$ cat src/rtl/mem_ptr_pkg.sv
package mem_ptr_pkg;
  typedef enum logic [1:0] {
    STEP_HOLD  = 2'b00,
    STEP_UP    = 2'b01,
    STEP_DOWN  = 2'b10,
    STEP_HOLD3 = 2'b11
  } step_e;
endpackage

$ cat src/rtl/ptr_step.sv
module ptr_step
  import mem_ptr_pkg::*;
#(
  parameter int ADDR_W = 11
) (
  input  logic [ADDR_W-1:0] addr_i,
  input  logic [1:0]        mode_i,
  output logic [ADDR_W-1:0] addr_o
);
  always_comb begin
    unique case (step_e'(mode_i))
      STEP_UP:   addr_o = addr_i + ADDR_W'(1);
      STEP_DOWN: addr_o = addr_i - ADDR_W'(1);
      default:   addr_o = addr_i;
    endcase
  end
endmodule

$ cat src/rtl/seg_counter.sv
module seg_counter #(
  parameter int SEG_W = 2
) (
  input  logic             clk_i,
  input  logic             rst_ni,
  input  logic             clr_i,
  input  logic             adv_i,
  input  logic [SEG_W-1:0] limit_i,
  output logic [SEG_W-1:0] seg_o,
  output logic             wrap_o
);
  logic [SEG_W-1:0] seg_q;

  assign wrap_o = adv_i && (seg_q == limit_i);
  assign seg_o  = seg_q;

  always_ff @(posedge clk_i or negedge rst_ni) begin
    if (!rst_ni)     seg_q <= '0;
    else if (clr_i)  seg_q <= '0;
    else if (wrap_o) seg_q <= '0;
    else if (adv_i)  seg_q <= seg_q + SEG_W'(1);
  end
endmodule

$ cat src/rtl/ptr_bank.sv
module ptr_bank #(
  parameter int ADDR_W = 11
) (
  input  logic              clk_i,
  input  logic              rst_ni,
  input  logic              we_i,
  input  logic [ADDR_W-1:0] d_i,
  output logic [ADDR_W-1:0] q_o
);
  always_ff @(posedge clk_i or negedge rst_ni) begin
    if (!rst_ni)   q_o <= '0;
    else if (we_i) q_o <= d_i;
  end
endmodule

$ cat src/rtl/mem_addr_ptr.sv
module mem_addr_ptr #(
  parameter int ADDR_W = 11,
  parameter int SEG_W  = 2
) (
  input  logic              clk_i,
  input  logic              rst_ni,
  input  logic              bank_sel_i,
  input  logic [1:0]        step_mode_i,
  input  logic [SEG_W-1:0]  seg_limit_i,
  input  logic              load_i,
  input  logic [ADDR_W-1:0] load_addr_i,
  input  logic              abs_i,
  input  logic [ADDR_W-1:0] abs_addr_i,
  input  logic              ptr_acc_i,
  input  logic              data_acc_i,
  output logic [ADDR_W-1:0] addr_o,
  output logic [SEG_W-1:0]  seg_o
);
  localparam int NUM_BANKS = 2;

  logic [ADDR_W-1:0] bank_q [NUM_BANKS];
  logic [ADDR_W-1:0] step_base, stepped, wr_data;
  logic              wr_en, seg_clr, seg_adv, seg_wrap;

  assign addr_o = bank_q[bank_sel_i];

  // abs instruction steps from its own address field
  assign step_base = (abs_i && !load_i) ? abs_addr_i : addr_o;
  assign seg_clr   = load_i || abs_i;
  assign seg_adv   = data_acc_i && !load_i && !abs_i && !ptr_acc_i;

  ptr_step #(.ADDR_W(ADDR_W)) u_step (
    .addr_i (step_base),
    .mode_i (step_mode_i),
    .addr_o (stepped)
  );

  seg_counter #(.SEG_W(SEG_W)) u_seg (
    .clk_i   (clk_i),
    .rst_ni  (rst_ni),
    .clr_i   (seg_clr),
    .adv_i   (seg_adv),
    .limit_i (seg_limit_i),
    .seg_o   (seg_o),
    .wrap_o  (seg_wrap)
  );

  always_comb begin
    wr_en   = load_i || abs_i || ptr_acc_i || seg_wrap;
    wr_data = load_i ? load_addr_i : stepped;
  end

  for (genvar b = 0; b < NUM_BANKS; b++) begin : g_bank
    ptr_bank #(.ADDR_W(ADDR_W)) u_bank (
      .clk_i  (clk_i),
      .rst_ni (rst_ni),
      .we_i   (wr_en && (bank_sel_i == b[0])),
      .d_i    (wr_data),
      .q_o    (bank_q[b])
    );
  end

  assert_inactive_hold_R7: assert property (@(posedge clk_i) disable iff (!rst_ni)
    !bank_sel_i |=> bank_q[1] == $past(bank_q[1]));

  assert_load_value_R2: assert property (@(posedge clk_i) disable iff (!rst_ni)
    (load_i && !bank_sel_i) |=> (bank_q[0] == $past(load_addr_i)) && (seg_o == '0));

  assert_hold_mode_R4: assert property (@(posedge clk_i) disable iff (!rst_ni)
    (ptr_acc_i && !load_i && !abs_i && !bank_sel_i &&
     (step_mode_i == 2'b00 || step_mode_i == 2'b11)) |=> $stable(bank_q[0]));

  assert_inc_wrap_R5: assert property (@(posedge clk_i) disable iff (!rst_ni)
    (ptr_acc_i && !load_i && !abs_i && !bank_sel_i && step_mode_i == 2'b01)
    |=> bank_q[0] == ADDR_W'($past(bank_q[0]) + ADDR_W'(1)));

  assert_seg_return_R6: assert property (@(posedge clk_i) disable iff (!rst_ni)
    (data_acc_i && !load_i && !abs_i && !ptr_acc_i && seg_o == seg_limit_i)
    |=> seg_o == '0);

  assert_prio_R8: assert property (@(posedge clk_i) disable iff (!rst_ni)
    (ptr_acc_i && data_acc_i && !load_i && !abs_i) |=> $stable(seg_o));
endmodule

$ cat config.mk
export PLATFORM = sky130hd
export DESIGN_NAME = mem_addr_ptr
export DESIGN_NICKNAME = d
export VERILOG_FILES = /design/src/rtl/mem_ptr_pkg.sv /design/src/rtl/ptr_step.sv /design/src/rtl/seg_counter.sv /design/src/rtl/ptr_bank.sv /design/src/rtl/mem_addr_ptr.sv
export SDC_FILE = /design/constraint.sdc
export NUM_CORES = 1
export LEC_CHECK = 0
export BUFFER_PORTS_ARGS = -buffer_cell sky130_fd_sc_hd__clkbuf_2
export CAP_MARGIN = 30
export CELL_PAD_IN_SITES_DETAIL_PLACEMENT = 0
export CELL_PAD_IN_SITES_GLOBAL_PLACEMENT = 1
export CORE_ASPECT_RATIO = 0.7
export CORE_UTILIZATION = 30
export DETAILED_ROUTE_END_ITERATION = 10
export PLACE_DENSITY = 0.69
export SETUP_SLACK_MARGIN = 0.05
export SYNTH_ARGS = -nofsm -noshare
export SYNTH_HDL_FRONTEND = slang
export SYNTH_HIERARCHICAL = 1
export SYNTH_SLANG_ARGS = --single-unit
$ cat constraint.sdc
create_clock -name clk_i -period 2.7 [get_ports clk_i]
set_clock_uncertainty 0.1 [all_clocks]
set_input_delay 0.135 -clock clk_i [delete_from_list [all_inputs] [get_ports clk_i]]
set_output_delay 0.135 -clock clk_i [all_outputs]
set_load 0.01 [all_outputs]
==> summary.md, run 1 <==
| Metric | Value |
|---|---|
| Outcome | finished with violations |
| Failing checks | setup timing |
| Final slew viol count | 0 |
| Post-synth cell types | 60 |
| Pre-antenna DRT Iters | 4 |
| Start of the worst register-to-register path | g_bank[0].u_bank/q_o[1] |
| Startpoint Class | register |
| Initial core utilization | 31.3% |
| Hold Crit Class | in2reg |
| Chip height | 75.4 um |
| Placer Congestion | 0.800 |
| Cells along the critical path | mux2_4 > mux2_4 > xor2_1 > ha_2 > nor3b_2 > o21ai_2 > nand2_2 > a211o_1 > xnor2_1 > mux2_4 > mux2_4 |
| First-pass GRT wire length | 9520 um |
| CP Max Fanout | 4 |
| RSZ-0062 raised after global routing | true |
| Antenna-violating nets left | 0 |
| Area leader, netlist | dfrtp_1 |
| Async SR Flop Fraction | 100% |
| Width of the chip | 107 um |
| Clock sinks | 24 |
| Synth top area cells | dfrtp_1 26%, mux2_4 23%, mux2_2 9.8% |
| Vias in the first global route | 1812 |
| FF-to-FF setup slack | -0.22 ns |
| Max-cap violation count | 0 |
| Core area | 7380 um^2 |
| Largest net degree at the start of global routing | 27 |
| Routed WL | 5880 um |
| Final setup violation count | 16 |
| Min Tclk post-route | 2.92 ns |
| Max Freq | 0.342 GHz |
| Capture point of the worst reg-to-reg path | g_bank[1].u_bank/q_o[6] |
| Cts bufs inserted | 3 |
| Remaining Overflow, GRT | 0 |
| Worst Path Arrival | 2.98 ns |
| Root Driver | clkbuf_8 |
| Period utilization | 108% |
| Crit path from | g_bank[0].u_bank/q_o[1] |
| Max clock buf depth | 2 |
| WP data required | 2.76 ns |
| Register area share after synthesis | 26.0% |
| Diodes inserted | 0 |
| Lkg Pwr | 0.00144 uW |
| Fin nets | 328 |
| Number of flops mapped to enable cells by yosys | 0 |
| Mapped Cells | 209 |
| VDD IR-drop max | 0.340 mV |
| Critical path destination | g_bank[1].u_bank/q_o[6] |
| Syn_nets | 245 |
| Wirelength per Cell | 15.1 um |
| Hpwl dp | 4580 um |
| CP Capture Type | register |
| Slowest stage cell, crit path | dfrtp_1 |
| R2r worst-path depth | 11 |
| Pwr Density | 691 nW/um^2 |
| Synth Register Bits | 24 |
| Syn_area_per_cell | 11.0 um^2 |
| Worst-Margin Slew | 0.615 ns |
| Most frequent CP cell | mux2_4 |
| DR vias/cell | 4.86 |
| PnR worst setup slack | -0.223 ns |
| Number of DRC markers in iteration 0 | 94 |
| Place WS | -0.234 ns |
| PortBufs | 45 |
| Worst path max stage delay | 0.39 ns |
| Die area | 8060 um^2 |
| Site Rows | 26 |
| Cell Area, Synth | 2310 um^2 |
| Layout cell share with drive strength beyond 1 | 58.1% |
| CTS tree | done |
| Vias | 1890 |
| Initial antenna violation count | 0 |
| Syn-to-layout area delta | 32.1% |
| Final Util | 41.3% |
| WS Path Type | reg2reg |
| Remaining design rule violation count | 0 |
| Htree depth | 1 |
| Final Non-Filler Cells | 389 |
| Hold Fails Final Rpt | 0 |
| Top_reg_cell synth | dfrtp_1 |
| IO Pins | 46 |
| Min Hold Slack | 0.0987 ns |
| Tot GR Track Use | 15.3% |
| Yosys warnings | 6 |
| Placed cells | 380 |
| Clk slew on worst S/H paths | 0.08 ns |
| Yosys top cell area share | 26.0% |
| Worst-skew pair later-pin latency | 0.27 ns |
| Rel. slew slack | 59.0% |
## power by group
| part | total [uW] | internal, uW | switching (uW) |
|---|---|---|---|
| Clock | 247 | 130 | 117 |
| Sequential | 534 | 473 | 61.4 |
| Combinational | 1320 | 777 | 547 |
## per-stage QoR
stage               TNS (ns)  cell area, um^2  power (uW)
floorplan              -1.18             2340        1390
global placement       -1.83             2910        1790
detailed placement     -2.04             2910        1800
CTS                    -2.13             3010        2090
global route           -3.83             3050        2260
finish                 -2.11             3050        2110
## area by class of cell
type	instances	area [um^2]
fill	726	4340
tap	98	123
sequential	24	601
inverter	4	15.0
multi-input combinational	164	1620
timing repair buffer	95	641
clock buffer	4	55.1
## critical path, delay by kind of cell, from the launching register on
kind                       cells  cell delay [ns]
muxes                          4             1.09
AOI/OAI and AO/OA              2             0.51
DFF                            1             0.39
xor gates and xnor gates       2             0.29
and+or+nand+nor                2             0.25
adders and majority gates      1             0.20
## placed cells by master, fill, tap and decap left out, types with 2 or more instances in the layout
cell type / netlist / final
or2b_1: 2 / 2
nand2b_1: 3 / 3
nor4_1: 3 / 3
nor3_1: 4 / 4
a21oi_1: 3 / 2
xor2_1: 4 / 4
dfrtp_1: 24 / 24
a31oi_1: 3 / 2
buf_4: 4 / 46
nand2_1: 9 / 8
ha_1: 3 / 2
a21o_1: 2 / 2
and3_1: 2 / 2
nand4_1: 3 / 3
nor2_1: 9 / 9
inv_1: 3 / 3
o211ai_1: 4 / 4
a21oi_2: 1 / 2
nor2b_1: 2 / 2
buf_12: 0 / 3
a41oi_1: 2 / 2
mux2_4: 36 / 42
mux2_2: 20 / 14
mux2i_1: 2 / 2
clkbuf_2: 0 / 45
nand3_1: 2 / 2
nor3b_1: 3 / 2
clkbuf_8: 0 / 4
xnor2_1: 9 / 9
## cells in the mapped netlist, types with 2 or more instances
| cell | number |
|---|---|
| mux2_4 | 36 |
| dfrtp_1 | 24 |
| mux2_2 | 20 |
| nand2_1 | 9 |
| nor2_1 | 9 |
| xnor2_1 | 9 |
| buf_6 | 8 |
| buf_2 | 5 |
| buf_4 | 4 |
| nor3_1 | 4 |
| o211ai_1 | 4 |
| xor2_1 | 4 |
| a211oi_1 | 3 |
| a21oi_1 | 3 |
| a31oi_1 | 3 |
| ha_1 | 3 |
| inv_1 | 3 |
| nand2b_1 | 3 |
| nand4_1 | 3 |
| nor3b_1 | 3 |
| nor4_1 | 3 |
| a21o_1 | 2 |
| a41oi_1 | 2 |
| and3_1 | 2 |
| mux2i_1 | 2 |
| nand3_1 | 2 |
| nor2b_1 | 2 |
| or2b_1 | 2 |
## registers in the layout (all words and copies together) (netlist names)
| signal | flops |
|---|---|
| g_bank.u_bank/q_o | 22 |
| u_seg/seg_o | 2 |
## layer usage
metal | up-vias | part of all wire (%) | track usage (%)
li1 | 946 | - | -
met1 | 897 | 53 | 22.3
met2 | 47 | 43 | 24.2
met3 | 0 | 4.5 | 2.82
met4 | 0 | 0 | 1.83
met5 | - | 0 | 0
## logic make-up (layout without fill, tap and decap cells)
kind of cell / count (synthesis) / after routing / share of synthesized area [%]
xor+xnor: 13 / 13 / 4.93
flops: 24 / 24 / 26.0
buf+inv: 21 / 103 / 6.94
compound gates: 39 / 39 / 13.6
mux: 58 / 58 / 34.0
simple gates: 51 / 51 / 12.8
fa+ha+maj: 3 / 3 / 1.63
## worst min path at each step
stage	from	to	slack, ns	cells past startpoint
after floorplan	rst_ni	g_bank[0].u_bank/q_o[0]	-0.26	0
after global placement	rst_ni	g_bank[1].u_bank/q_o[2]	0.07	1
after detailed placement	rst_ni	g_bank[0].u_bank/q_o[2]	0.08	1
after CTS	seg_limit_i[1]	u_seg/seg_o[1]	0.09	3
after global routing	seg_limit_i[1]	u_seg/seg_o[1]	0.11	3
final	seg_limit_i[1]	u_seg/seg_o[1]	0.1	3
## what timing repair did
action                                  4_1_cts  5_1_grt
endpoints found under the hold margin        24        0
pin swaps                                     4        2
hold buffers                                  1        0
buffers inserted                              2        2
resized for setup                             4        7
endpoints found under the setup margin       16       18
No activity file was read; power rests on OpenSTA's default activity.
==> run 2: changes to the inputs <==
CELL_PAD_IN_SITES_DETAIL_PLACEMENT = 2   (was 0)
CELL_PAD_IN_SITES_GLOBAL_PLACEMENT = 2   (was 1)
PLACE_DENSITY = 0.8   (was 0.69)
==> summary.md, run 2 (synthesis results as in run 1) <==
| Metric | Value |
|---|---|
| Multi-input gate area | 1670 um^2 (+3.4%) |
| Root Driver | clkbuf_8 |
| PnR worst setup slack | -0.320 ns (-0.0976 ns) |
| Max-cap violation count | 0 (unchanged) |
| Max clock buf depth | 2 (unchanged) |
| Min Hold Slack | 0.107 ns (+0.00788 ns) |
| Cts bufs inserted | 3 (unchanged) |
| Pwr Density | 729 nW/um^2 (+5.6%) |
| Placed cells | 383 (+0.79%) |
| Hpwl dp | 6300 um (+38%) |
| Remaining Overflow, GRT | 0 (unchanged) |
| Initial antenna violation count | 0 (unchanged) |
| Startpoint Class | register |
| Crit path from | g_bank[0].u_bank/q_o[1] |
| Syn-to-layout area delta | 35.9% |
| Die area | 8060 um^2 (unchanged) |
| Rel. slew slack | 53.1% (-5.9 points) |
| Worst Path Arrival | 3.11 ns (+0.13 ns) |
| Clock sinks | 24 (unchanged) |
| Sequential cell area | 601 um^2 (unchanged) |
| Total Power | 2290 uW (+8.6%) |
| First-pass GRT wire length | 13000 um (+36%) |
| Pre-antenna DRT Iters | 5 (+1) |
| DR vias/cell | 5.36 (+10%) |
| Lkg Pwr | 0.00150 uW (+4.3%) |
| Final Util | 42.5% (+1.2 points) |
| Commonest non-fill, non-tap cells in the layout | 56 x buf_4, 47 x mux2_4, 45 x clkbuf_2 |
| Worst-skew pair later-pin latency | 0.30 ns (+0.03 ns) |
| Hold Startpoint | seg_limit_i[1] |
| Chip height | 75.4 um (unchanged) |
| CP Max Fanout | 4 (unchanged) |
| Fin nets | 337 (+2.7%) |
| Antenna-violating nets left | 0 (unchanged) |
| Largest Register | g_bank.u_bank/q_o |
| Max Freq | 0.331 GHz (-3.2%) |
| PortBufs | 45 (unchanged) |
| Worst-Margin Slew | 0.704 ns (+0.0884 ns) |
| Final Non-Filler Cells | 397 (+2.1%) |
| Place WS | -0.318 ns (-0.0838 ns) |
| Period utilization | 112% (+3.6 points) |
| Hold Fails Final Rpt | 0 (unchanged) |
| Width of the chip | 107 um (unchanged) |
| Clk slew on worst S/H paths | 0.10 ns (+0.02 ns) |
| WS Path Type | reg2reg |
| Min Tclk post-route | 3.02 ns (+0.0976 ns) |
| IO Pins | 46 (unchanged) |
| Remaining design rule violation count | 0 (unchanged) |
| Filler cells | 801 (+10%) |
| Core area | 7380 um^2 (unchanged) |
| RSZ-0062 raised after global routing | true |
| Wirelength per Cell | 22.1 um (+46%) |
| Max reg flops | 22 (unchanged) |
| Htree depth | 1 (unchanged) |
| Hold Crit Class | in2reg |
| Outcome | finished with violations |
| Failing checks | setup timing |
| Diodes inserted | 0 (unchanged) |
| Final slew viol count | 0 (unchanged) |
| VDD IR-drop max | 0.275 mV (-19%) |
| WP data required | 2.79 ns (+0.03 ns) |
| Tot GR Track Use | 21.6% (+6.4 points) |
| CP Capture Type | register |
| Routed WL | 8780 um (+49%) |
| Number of DRC markers in iteration 0 | 72 (-23%) |
| CTS tree | done |
| Commonest non-fill, non-tap cell in the layout | buf_4 |
| Start of the worst register-to-register path | g_bank[0].u_bank/q_o[1] |
| Vias in the first global route | 2331 (+29%) |
| Placer Congestion | 0.795 (-0.58%) |
| Vias | 2128 (+13%) |
| Layout cell share with drive strength beyond 1 | 60.5% (+2.5 points) |
| Site Rows | 26 (unchanged) |
| Largest net degree at the start of global routing | 25 (-7.4%) |
| Final setup violation count | 16 (unchanged) |
| Initial core utilization | 31.3% (unchanged) |
-- run 2: cell types whose count changed in the layout (fill, tap and decap cells not counted), sizes merged --
cell	delta
clkbuf	-1
buf	+9
-- run 2: report_power, final --
group	total, uW	internal (uW)	switching (uW)
clock	243	101	142
combinational	1500	844	656
sequential	545	473	71.8
-- run 2: what timing repair did --
| action | 4_1_cts | 5_1_grt |
|---|---|---|
| buffers inserted | 6 | 5 |
| setup endpoints to repair | 18 | 18 |
| pin swaps | 10 | 7 |
| endpoints found under the hold margin | 24 | 0 |
| hold buffers | 1 | 0 |
| gates resized for setup | 18 | 6 |
-- run 2: layout make-up --
type | instances | share of cell area [%]
inverters | 4 | 0.479
flip-flops and latches | 24 | 19.1
repair buffers | 104 | 21.9
well taps | 98 | 3.91
multi-input cells | 164 | 53.3
clock buffers | 3 | 1.32
-- run 2: critical path, cell delays in order (launching register included) --
cell	delay [ns]
dfrtp_1	0.38
mux2_4	0.28
mux2_4	0.28
xor2_1	0.17
ha_2	0.26
nor3b_4	0.23
o21ai_4	0.11
a21oi_2	0.25
mux2i_1	0.24
nor4_2	0.08
mux2_4	0.29
mux2_4	0.26
-- run 2: worst paths after layout --
check	to	slack, ns	cells past startpoint
worst max-delay path	g_bank[1].u_bank/q_o[8]	-0.32	11
worst min-delay path	u_seg/seg_o[1]	0.11	3
worst max register to register	g_bank[1].u_bank/q_o[8]	-0.32	11
worst min register to register	g_bank[0].u_bank/q_o[3]	0.43	1
max in group asynchronous	g_bank[0].u_bank/q_o[4]	1.72	2
min in group asynchronous	g_bank[0].u_bank/q_o[10]	0.32	2
-- run 2: metal layers --
layer  GRT usage, %  wire length, um  vias to the layer above
li1               -                -                      960
met1           26.9             3910                     1102
met2           39.6             4460                       50
met3           3.42              241                       16
met4           6.09              164                        0
met5              0                0                        -
-- run 2: through the flow --
stage / cell area (um^2) / setup TNS [ns]
after CTS: 3080 / -3.36
after floorplan: 2340 / -1.18
final: 3140 / -4.07
after global placement: 2900 / -2.02
after detailed placement: 2900 / -2.98
after global routing: 3140 / -5.98
==> run 3: changes to the inputs <==
RECOVER_POWER = 50   (was default)
==> summary.md, run 3 (synthesis results as in run 1) <==
| Metric | Value |
|---|---|
| Pwr Density | 730 nW/um^2 (about the same) |
| IO Pins | 46 (unchanged) |
| Initial core utilization | 31.3% (unchanged) |
| Commonest non-fill, non-tap cell in the layout | buf_4 |
| Final slew viol count | 25 (+25) |
| Setup_tns | -4.04 ns (+0.0268 ns) |
| Tot GR Track Use | 21.6% (unchanged) |
| Dpl cell area | 2900 um^2 (unchanged) |
| Layout cell share with drive strength beyond 1 | 60.2% (-0.33 points) |
| Min Tclk post-route | 3.02 ns (-0.00161 ns) |
| Period utilization | 112% (about the same) |
| First-pass GRT wire length | 13000 um (unchanged) |
| Worst Path Arrival | 3.11 ns (about the same) |
| WS Path Type | reg2reg |
| Remaining Overflow, GRT | 0 (unchanged) |
| Max reg flops | 22 (unchanged) |
| Routed WL | 8780 um (+0.10%) |
| Cells along the critical path | mux2_4 > mux2_4 > xor2_1 > ha_2 > nor3b_4 > o21ai_4 > a21oi_2 > mux2i_1 > nor4_2 > mux2_4 > mux2_4 |
| RSZ-0062 raised after global routing | true |
| Rel. slew slack | -1.86% (-55 points) |
| Die area | 8060 um^2 (unchanged) |
| Core area | 7380 um^2 (unchanged) |
| Clock sinks | 24 (unchanged) |
| Final Cell Area | 3140 um^2 (about the same) |
| CP Capture Type | register |
| Hold Crit Class | in2reg |
| Width of the chip | 107 um (unchanged) |
| Largest Register | g_bank.u_bank/q_o |
| Filler cells | 802 (+0.12%) |
| Failing checks | capacitance limit, slew limit, setup timing |
| Htree depth | 1 (unchanged) |
| Worst-Margin Slew | 1.53 ns (+0.824 ns) |
| Most frequent CP cell | mux2_4 |
| Largest net degree at the start of global routing | 25 (unchanged) |
| Outcome | finished with violations |
| Startpoint Class | register |
| WP data required | 2.79 ns (about the same) |
| Placer Congestion | 0.795 (unchanged) |
| Lkg Pwr | 0.00150 uW (-0.20%) |
| Wirelength per Cell | 22.1 um (+0.10%) |
| Hpwl dp | 6300 um (unchanged) |
| Commonest non-fill, non-tap cells in the layout | 56 x buf_4, 47 x mux2_4, 44 x clkbuf_2 |
| Chip height | 75.4 um (unchanged) |
| PortBufs | 45 (unchanged) |
| VDD IR-drop max | 0.275 mV (about the same) |
| Remaining design rule violation count | 0 (unchanged) |
| Final Non-Filler Cells | 397 (unchanged) |
| Site Rows | 26 (unchanged) |
| Worst-skew pair later-pin latency | 0.30 ns (about the same) |
| Max-cap violation count | 1 (+1) |
| Number of DRC markers in iteration 0 | 73 (+1.4%) |
| Worst path max stage delay | 0.38 ns (about the same) |
| Max clock buf depth | 2 (unchanged) |
| Diodes inserted | 0 (unchanged) |
| Syn-to-layout area delta | 35.8% (about the same) |
| Max Freq | 0.331 GHz (about the same) |
| CTS tree | done |
| DR vias/cell | 5.35 (-0.28%) |
| WP buf/inv | 0 (unchanged) |
| Placed cells | 383 (unchanged) |
| Clk slew on worst S/H paths | 0.10 ns (about the same) |
| Pre-antenna DRT Iters | 5 (unchanged) |
| CP Max Fanout | 4 (unchanged) |
| PnR worst setup slack | -0.319 ns (+0.00161 ns) |
| Initial antenna violation count | 0 (unchanged) |
| Vias in the first global route | 2331 (unchanged) |
| Vias | 2122 (-0.28%) |
| Slowest stage cell, crit path | dfrtp_1 |
| Cts bufs inserted | 3 (unchanged) |
| Delay-heaviest family, CP | multiplexers |
| Antenna-violating nets left | 0 (unchanged) |
| Root Driver | clkbuf_8 |
| Hold Fails Final Rpt | 0 (unchanged) |
| Fin nets | 337 (unchanged) |
| Final setup violation count | 16 (unchanged) |
## run 3: cell count changes in the layout (fill, tap and decap cells not counted)
| cell | previous run | this run |
|---|---|---|
| clkbuf_2 | 45 | 44 |
| clkbuf_1 | 0 | 1 |
## run 3: worst reg2reg max path: stages (launching register included)
cell,delay (ns)
dfrtp_1,0.38
mux2_4,0.28
mux2_4,0.28
xor2_1,0.17
ha_2,0.26
nor3b_4,0.23
o21ai_4,0.11
a21oi_2,0.25
mux2i_1,0.24
nor4_2,0.08
mux2_4,0.29
mux2_4,0.26
## run 3: worst paths after layout
| path | endpoint | depth (start not counted) | start | slack [ns] |
|---|---|---|---|---|
| worst max-delay path | g_bank[1].u_bank/q_o[8] | 11 | g_bank[0].u_bank/q_o[1] | -0.32 |
| worst min-delay path | u_seg/seg_o[1] | 3 | seg_limit_i[1] | 0.11 |
| worst max register to register | g_bank[1].u_bank/q_o[8] | 11 | g_bank[0].u_bank/q_o[1] | -0.32 |
| worst min register to register | g_bank[0].u_bank/q_o[3] | 1 | g_bank[0].u_bank/q_o[3] | 0.43 |
| max in group asynchronous | g_bank[0].u_bank/q_o[4] | 2 | rst_ni | 0.96 |
| min in group asynchronous | g_bank[0].u_bank/q_o[10] | 2 | rst_ni | 0.65 |
## run 3: final cells by class
| type | count | area (um^2) | share of cell area [%] |
|---|---|---|---|
| Sequential cell | 24 | 601 | 19.2 |
| Multi-Input combinational cell | 164 | 1670 | 53.3 |
| Tap cell | 98 | 123 | 3.91 |
| Clock buffer | 3 | 41.3 | 1.32 |
| Timing Repair Buffer | 104 | 686 | 21.9 |
| Inverter | 4 | 15.0 | 0.479 |
## run 3: metrics by stage
stage / total power [uW] / setup WS (ns) / hold WS [ns] / utilization, %
finish: 2290 / -0.319 / 0.106 / 42.5
global placement: 1790 / -0.207 / 0.0675 / 39.3
detailed placement: 1870 / -0.318 / 0.111 / 39.3
floorplan: 1390 / -0.213 / -0.261 / -
CTS: 2220 / -0.279 / 0.107 / 41.8
global route: 2410 / -0.427 / 0.104 / 42.5
## run 3: timing repair
item,CTS,global route
resized for setup,18,6
buffers inserted,6,5
hold buffers,1,0
hold endpoints to repair,24,0
setup endpoints to repair,18,18
pin swaps,10,7
## run 3: where the power goes
group,switching (uW),internal (uW),leakage [uW],total (uW)
Combinational,657,844,0.00119,1500
Clock,142,101,0.0000216,243
Sequential,71.5,473,0.000286,544
Total,871,1420,0.00150,2290
## run 3: metal layers
| metal | share of wire [%] | up-vias | track usage [%] |
|---|---|---|---|
| met1 | 45 | 1097 | 26.9 |
| met4 | 1.9 | 0 | 6.09 |
| li1 | - | 959 | - |
| met2 | 51 | 50 | 39.6 |
| met3 | 2.8 | 16 | 3.42 |
| met5 | 0 | - | 0 |
